**config.mk**
```make
export PLATFORM = sky130hd
export DESIGN_NAME = qstat_irq
export DESIGN_NICKNAME = d
export VERILOG_FILES = /design/src/rtl/qstat_irq.sv
export SDC_FILE = /design/constraint.sdc
export NUM_CORES = 1
export LEC_CHECK = 0
export BUFFER_PORTS_ARGS = -buffer_cell sky130_fd_sc_hd__buf_2
export CORE_AREA = 2 2 39 41
export DETAILED_ROUTE_END_ITERATION = 7
export DIE_AREA = 0 0 41 43
export PLACE_DENSITY = 0.71
export SLEW_MARGIN = 40
export SYNTH_ARGS = -nofsm -noshare
export SYNTH_HDL_FRONTEND = slang
export SYNTH_SLANG_ARGS = --single-unit
```
**constraint.sdc**
```tcl
create_clock -name clk -period 2.6 [get_ports clk]
set_input_delay 0.26 -clock clk [delete_from_list [all_inputs] [get_ports clk]]
set_output_delay 0.26 -clock clk [all_outputs]
set_load 0.01 [all_outputs]
```
**src/rtl/qstat_irq.sv**
```systemverilog
module qstat_irq #(
  parameter int NQ = 2,
  parameter int LW = 3
) (
  input  logic              clk,
  input  logic              rst_n,
  input  logic [NQ-1:0]     done_ev,
  input  logic [NQ-1:0]     pause_ev,
  input  logic              stat_rd,
  input  logic              stat_wr,
  input  logic [2*NQ-1:0]   stat_wdata,
  output logic [2*NQ-1:0]   stat_rdata,
  input  logic [2*NQ-1:0]   irq_en,
  input  logic [LW-1:0]     lvl_q1,
  input  logic [LW-1:0]     lvl_q2,
  output logic [(1<<LW)-1:0] irq
);
  localparam int NF = 2 * NQ;
  localparam int NL = 1 << LW;

  logic [NF-1:0] flag, armed, ev, wclr;
  logic [NQ-1:0] qreq;

  always_comb
    for (int q = 0; q < NQ; q++) begin
      ev[2*q]   = done_ev[q];
      ev[2*q+1] = pause_ev[q];
    end

  assign wclr = {NF{stat_wr}} & ~stat_wdata;

  always_ff @(posedge clk or negedge rst_n)
    if (!rst_n) begin
      flag  <= '0;
      armed <= '0;
    end else begin
      flag  <= ev | (flag & ~(wclr & armed));
      armed <= ~ev & ~wclr & (armed | ({NF{stat_rd}} & flag));
    end

  assign stat_rdata = flag;

  always_comb
    for (int q = 0; q < NQ; q++) qreq[q] = |(flag[2*q +: 2] & irq_en[2*q +: 2]);

  assign irq = (NL'(qreq[0]) << lvl_q1) | (NL'(qreq[1]) << lvl_q2);

  AST_EVENT_SETS: assert property (@(posedge clk) disable iff (!rst_n)
    |ev |=> ((stat_rdata & $past(ev)) == $past(ev)));

  AST_CLEAR_NEEDS_ARM: assert property (@(posedge clk) disable iff (!rst_n)
    1'b1 |=> (($past(flag) & ~flag & ~($past(armed) & $past(wclr))) == '0));

  AST_WRITE_ONE_KEEPS: assert property (@(posedge clk) disable iff (!rst_n)
    (stat_wr && &stat_wdata && !stat_rd && ev == '0) |=> $stable(stat_rdata));

  AST_IRQ_NEEDS_ENABLE: assert property (@(posedge clk) disable iff (!rst_n)
    ((flag & irq_en) == '0) |-> (irq == '0));

  AST_AT_MOST_TWO_LINES: assert property (@(posedge clk) disable iff (!rst_n)
    $countones(irq) <= 2);

  AST_SHARED_LINE: assert property (@(posedge clk) disable iff (!rst_n)
    (lvl_q1 == lvl_q2) |-> $onehot0(irq));
endmodule

```
==> summary.md, run 1 <==
| Metric | Value |
|---|---|
| Full die area | `0.001763 mm²` |
| Synth unique cells | `14` |
| Number of cell rows | `14` |
| Initial DRC Count | `3` |
| Post-Route Utilization | `49.73%` |
| Final ANT Viol Nets | `0` |
| Setup Buffers After CTS | `0` |
| Minimum clock period | `1.545 ns` |
| CTS hold repair buffers | `1` |
| Commonest non-fill, non-tap cell in the layout | `buf_2` |
| Sequential share of the synthesized area | `42.55%` |
| IO buf count | `33` |
| Static leakage | `0.0003217 µW` |
| CP startpoint | `stat_rdata[3]$_DFF_PN0_` |
| Largest stage delay on the critical path | `0.40 ns` |
| Arr. time, crit path | `1.28 ns` |
| Clock buffer depth | `2` |
| Buf+Inv Stages, Crit Path | `1` |
| Initial antenna violation count | `0` |
| Root buffer cell | `clkbuf_4` |
| Crit-path cells | `a22o_1, nand2b_1, o22ai_1, buf_2` |
| Post-CTS Resized | `0` |
| Mapped cell area | `470.5 µm²` |
| Cells after Synth | `49` |
| Syn_nets | `71` |
| Post-Route Setup TNS | `0 ns` |
| RR Endpoint | `armed[1]$_DFF_PN0_` |
| Status | `complete, no violations` |
| Synthesized area per cell | `9.601 µm²` |
| Most frequent cells in the layout | `buf_2 (33), dfrtp_1 (8), nand2_1 (7)` |
| Fin. max-slew vios | `0` |
| Critical path class | `register to output port` |
| Final WL | `1.138 mm` |
| Vias in the first global route | `464` |
| Hold crit path type | `input pin to register` |
| CP delay by family, top | `flip-flops` |
| CP endpoint kind | `output port` |
| Clock skew | `0.00005415 ns` |
| Share of layout cells above drive strength 1 | `48.84%` |
| Endpoints failing setup | `0` |
| FF-to-FF path depth | `2` |
| Hold slack | `0.1850 ns` |
| Crit path max-delay cell type | `dfrtp_1` |
| Largest net degree at the start of global routing | `9` |
| WP data required | `2.34 ns` |
| Initial core utilization | `34.00%` |
| Crit path launch type | `register` |
| Hold Fails Final Rpt | `0` |
| GRT Util Overall | `13.97%` |
| Worst slew pin tran | `0.1829 ns` |
| CP Capture Point | `irq[4]` |
| Drt first pass iters | `4` |
| TritonCTS clock tree | `done` |
| Worst skew pair latency | `0.25 ns` |
| PwrDens | `439.4 mW/mm²` |
| DIE WIDTH | `41 µm` |
| Place WS | `1.315 ns` |
| Fmax | `0.6473 GHz` |
| Synthesis-to-layout area growth | `46.28%` |
| Reg-to-reg slack, setup | `1.85 ns` |
| Remaining global-route overflow | `0` |
| Clock sink total | `8` |
| Die height | `43 µm` |
| FF+latch count, synth | `8` |
| Worst path depth | `4` |
| # diodes | `0` |
| Routability-driven placement congestion ratio | `0.6879` |
| Worst VDD drop | `0.2454 mV` |
| Reg2reg start | `stat_rdata[1]$_DFF_PN0_` |
| Post-DP HPWL | `993.9 µm` |
| # Max-Cap Violations | `0` |
| Final Cycle Share | `59.42%` |
| Routed via count | `520` |
| RSZ-0062 raised after global routing | `no` |
| Worst Path Max Fanout | `4` |
| Slew headroom | `87.81%` |
| Nets | `110` |
| PnR worst setup slack | `1.055 ns` |
| DRC | `0` |
| Syn. warnings | `0` |
| Vias per cell | `5.098` |
| First-pass GRT wire length | `1.662 mm` |
| Core Box Area | `0.001384 mm²` |
| Number of CTS-inserted buffers | `3` |
| Register clock-pin slew on the reported worst setup and hold paths | `0.05 ns` |
| Routed len/inst | `11.16 µm` |
| IO Pins | `34` |
| H-tree depth | `1` |
[stage by stage]
step	total power [µW]	cells	area (µm²)
floorplan	176.2	49	470.5
global placement	212.7	98	655.6
detailed placement	214.9	98	655.6
CTS	308.5	102	688.2
global route	323.4	102	688.2
finish	302.4	102	688.2
[flip-flops by register name, indices dropped and copies added, names as in the netlist]
name        cells
stat_rdata      4
armed           4
[where the power goes]
| group | internal (µW) | switching [µW] |
|---|---|---|
| Sequential | 131 | 4.62 |
| Clock | 52.5 | 37.2 |
| Combinational | 38.1 | 38.5 |
| Total | 222 | 80.3 |
[cell families (layout without fill, tap and decap cells)]
kind of cell / count (synthesis) / in the layout / share of synthesized area, %
AND/OR/NAND/NOR: 23 / 23 / 26.33
AO/OA/AOI/OAI: 18 / 18 / 31.12
flip-flops: 8 / 8 / 42.55
buffers and inverters: 0 / 37 / 0
[cells in the mapped netlist]
master    count  share of area [%]
dfrtp_1       8                 43
nand2_1       7                5.6
o22ai_1       6                8.0
nand2b_1      5                6.6
a21o_1        4                6.4
a21oi_1       4                4.3
nor2b_1       4                5.3
nor3_1        4                4.3
o32ai_2       2                6.9
a22o_1        1                1.9
a22o_4        1                3.7
nand2_2       1                1.3
nand2b_2      1                1.9
or2_2         1                1.3
[routing by layer]
metal | up-vias | wire length, µm | global-route usage (%)
li1 | 258 | - | -
met1 | 236 | 458 | 13.85
met2 | 26 | 574 | 25.00
met3 | 0 | 105 | 2.094
met4 | 0 | 0 | 8.000
met5 | - | 0 | 0
[layout make-up]
| class | count | area [µm²] |
|---|---|---|
| fill | 133 | 695.7 |
| multi-input combinational | 41 | 270.3 |
| sequential | 8 | 200.2 |
| timing repair buffer | 34 | 175.2 |
| clock buffer | 3 | 22.52 |
| tap | 16 | 20.02 |
[worst min-delay path by stage]
stage | startpoint | endpoint | cells past startpoint
after floorplan | rst_n | armed[0]$_DFF_PN0_ | 0
after global placement | rst_n | armed[3]$_DFF_PN0_ | 1
after detailed placement | rst_n | armed[2]$_DFF_PN0_ | 1
after CTS | pause_ev[0] | armed[1]$_DFF_PN0_ | 2
after global routing | pause_ev[0] | armed[1]$_DFF_PN0_ | 2
final | pause_ev[0] | armed[1]$_DFF_PN0_ | 2
No activity file was read; power rests on OpenSTA's default activity.
==> run 2, diff against run 1 <==
==> constraint.sdc (replaced) <==
create_clock -name clk -period 1.5 [get_ports clk]
set_input_delay 0.15 -clock clk [delete_from_list [all_inputs] [get_ports clk]]
set_output_delay 0.15 -clock clk [all_outputs]
set_load 0.01 [all_outputs]
==> summary.md, run 2 (same netlist as run 1, synthesis figures left out) <==
| Metric | Value |
|---|---|
| Status | `complete, no violations` |
| Remaining global-route overflow | `0` |
| Final ANT Viol Nets | `0` |
| WP data required | `1.35 ns` |
| IO Pins | `34` |
| Worst Path Max Fanout | `4` |
| Nets | `112` |
| Drt first pass iters | `4` |
| Vias per cell | `5.067` |
| Final Cycle Share | `93.74%` |
| Post-Route Setup TNS | `0 ns` |
| Post-CTS Resized | `0` |
| Placed Area | `655.6 µm²` |
| CP endpoint kind | `output port` |
| Filler cells | `131` |
| TritonCTS clock tree | `done` |
| Commonest non-fill, non-tap cell in the layout | `buf_2` |
| Worst VDD drop | `0.4272 mV` |
| Buf+Inv Stages, Crit Path | `1` |
| RSZ-0062 raised after global routing | `no` |
| Routability-driven placement congestion ratio | `0.6878` |
| Met3 wire len | `114 µm` |
| Fin. max-slew vios | `0` |
| Hold Fails Final Rpt | `0` |
| Synthesis-to-layout area growth | `49.47%` |
| CP delay by family, top | `flip-flops` |
| Crit-path cells | `a22o_4, nand2_2, o22ai_1, buf_2` |
| Number of cell rows | `14` |
| Fmax | `0.7112 GHz` |
| Endpoints failing setup | `0` |
| Initial core utilization | `34.00%` |
| H-tree depth | `1` |
| Reg2reg start | `stat_rdata[3]$_DFF_PN0_` |
| Top sig layer | `met3` |
| Post-Route Utilization | `50.81%` |
| Number of CTS-inserted buffers | `3` |
| # diodes | `0` |
| DRC | `0` |
| CP Capture Point | `irq[3]` |
| Full die area | `0.001763 mm²` |
| Clock sink total | `8` |
| Wire length on met2 | `577 µm` |
| IO buf count | `33` |
| Largest net degree at the start of global routing | `9` |
| Core Box Area | `0.001384 mm²` |
| # Max-Cap Violations | `0` |
| Initial DRC Count | `3` |
| Initial antenna violation count | `0` |
| FF-to-FF path depth | `3` |
| Crit path launch type | `register` |
| Post-DP HPWL | `993.9 µm` |
| Vias in the first global route | `464` |
| Arr. time, crit path | `1.26 ns` |
| Share of layout cells above drive strength 1 | `50.00%` |
| Worst skew pair latency | `0.24 ns` |
| Register clock-pin slew on the reported worst setup and hold paths | `0.05 ns` |
| Crit path max-delay cell type | `dfrtp_1` |
| Clock skew | `0.0001097 ns` |
| Final WL | `1.154 mm` |
| Pwr Total | `526.7 µW` |
| Routed len/inst | `11.10 µm` |
| DIE WIDTH | `41 µm` |
| Root buffer cell | `clkbuf_4` |
| Largest stage delay on the critical path | `0.41 ns` |
| Die height | `43 µm` |
| PwrDens | `749.0 mW/mm²` |
| GRT Util Overall | `13.97%` |
| Worst slew pin tran | `0.1830 ns` |
| Minimum clock period | `1.406 ns` |
| Routed via count | `527` |
| Most frequent cells in the layout | `buf_2 (33), dfrtp_1 (8), nand2_1 (7)` |
| Critical path class | `register to output port` |
| Hold crit path type | `input pin to register` |
| Static leakage | `0.0003302 µW` |
| Reg-to-reg slack, setup | `0.67 ns` |
| Slew headroom | `87.80%` |
| Metal1 wirelength | `463 µm` |
| First-pass GRT wire length | `1.662 mm` |
| Hold path depth | `2` |
| CP startpoint | `stat_rdata[0]$_DFF_PN0_` |
| Final instance area | `703.2 µm²` |
| Worst path depth | `4` |
| RR Endpoint | `armed[3]$_DFF_PN0_` |
| Clock buffer depth | `2` |
run 2: worst min path at each step:
stage	start	end	slack, ns
2_1_floorplan	rst_n	armed[0]$_DFF_PN0_	-0.15
3_3_place_gp	rst_n	armed[3]$_DFF_PN0_	0.0005
3_5_place_dp	rst_n	armed[2]$_DFF_PN0_	0.002
4_1_cts	pause_ev[0]	armed[1]$_DFF_PN0_	0.07
5_1_grt	pause_ev[0]	armed[1]$_DFF_PN0_	0.07
6_report	pause_ev[0]	armed[1]$_DFF_PN0_	0.08
run 2: layer usage:
| layer | GRT usage, % | up-vias |
|---|---|---|
| li1 | - | 263 |
| met1 | 13.85 | 236 |
| met2 | 25.00 | 28 |
| met3 | 2.094 | 0 |
| met4 | 8.000 | 0 |
| met5 | 0 | - |
run 2: area by class of cell:
cell class,instances,area [µm²],share of cell area [%]
multi-input combinational,41,270.3,38.43
sequential,8,200.2,28.47
timing repair buffer,36,190.2,27.05
clock buffer,3,22.52,3.203
tap,16,20.02,2.847
run 2: stage by stage:
stage                     cells  hold WS [ns]  setup slack (ns)
after floorplan              49       -0.1456            0.4278
after global placement       98     0.0004557            0.3408
after detailed placement     98      0.001500            0.3246
after CTS                   102       0.06720           0.05838
after global routing        104       0.06724          0.009813
final                       104       0.07569           0.09383
run 2: report_power, final:
group,total [µW],internal (µW),switching [µW]
clock,155,90.9,64.2
combinational,136,68.5,67.9
sequential,235,228,7.26
total,527,387,139
run 2: what timing repair did:
action                                  in CTS  in global routing
buffers inserted                             0                  2
hold buffers                                 1                  0
hold endpoints to repair                     8                  0
endpoints found under the setup margin       0                  1
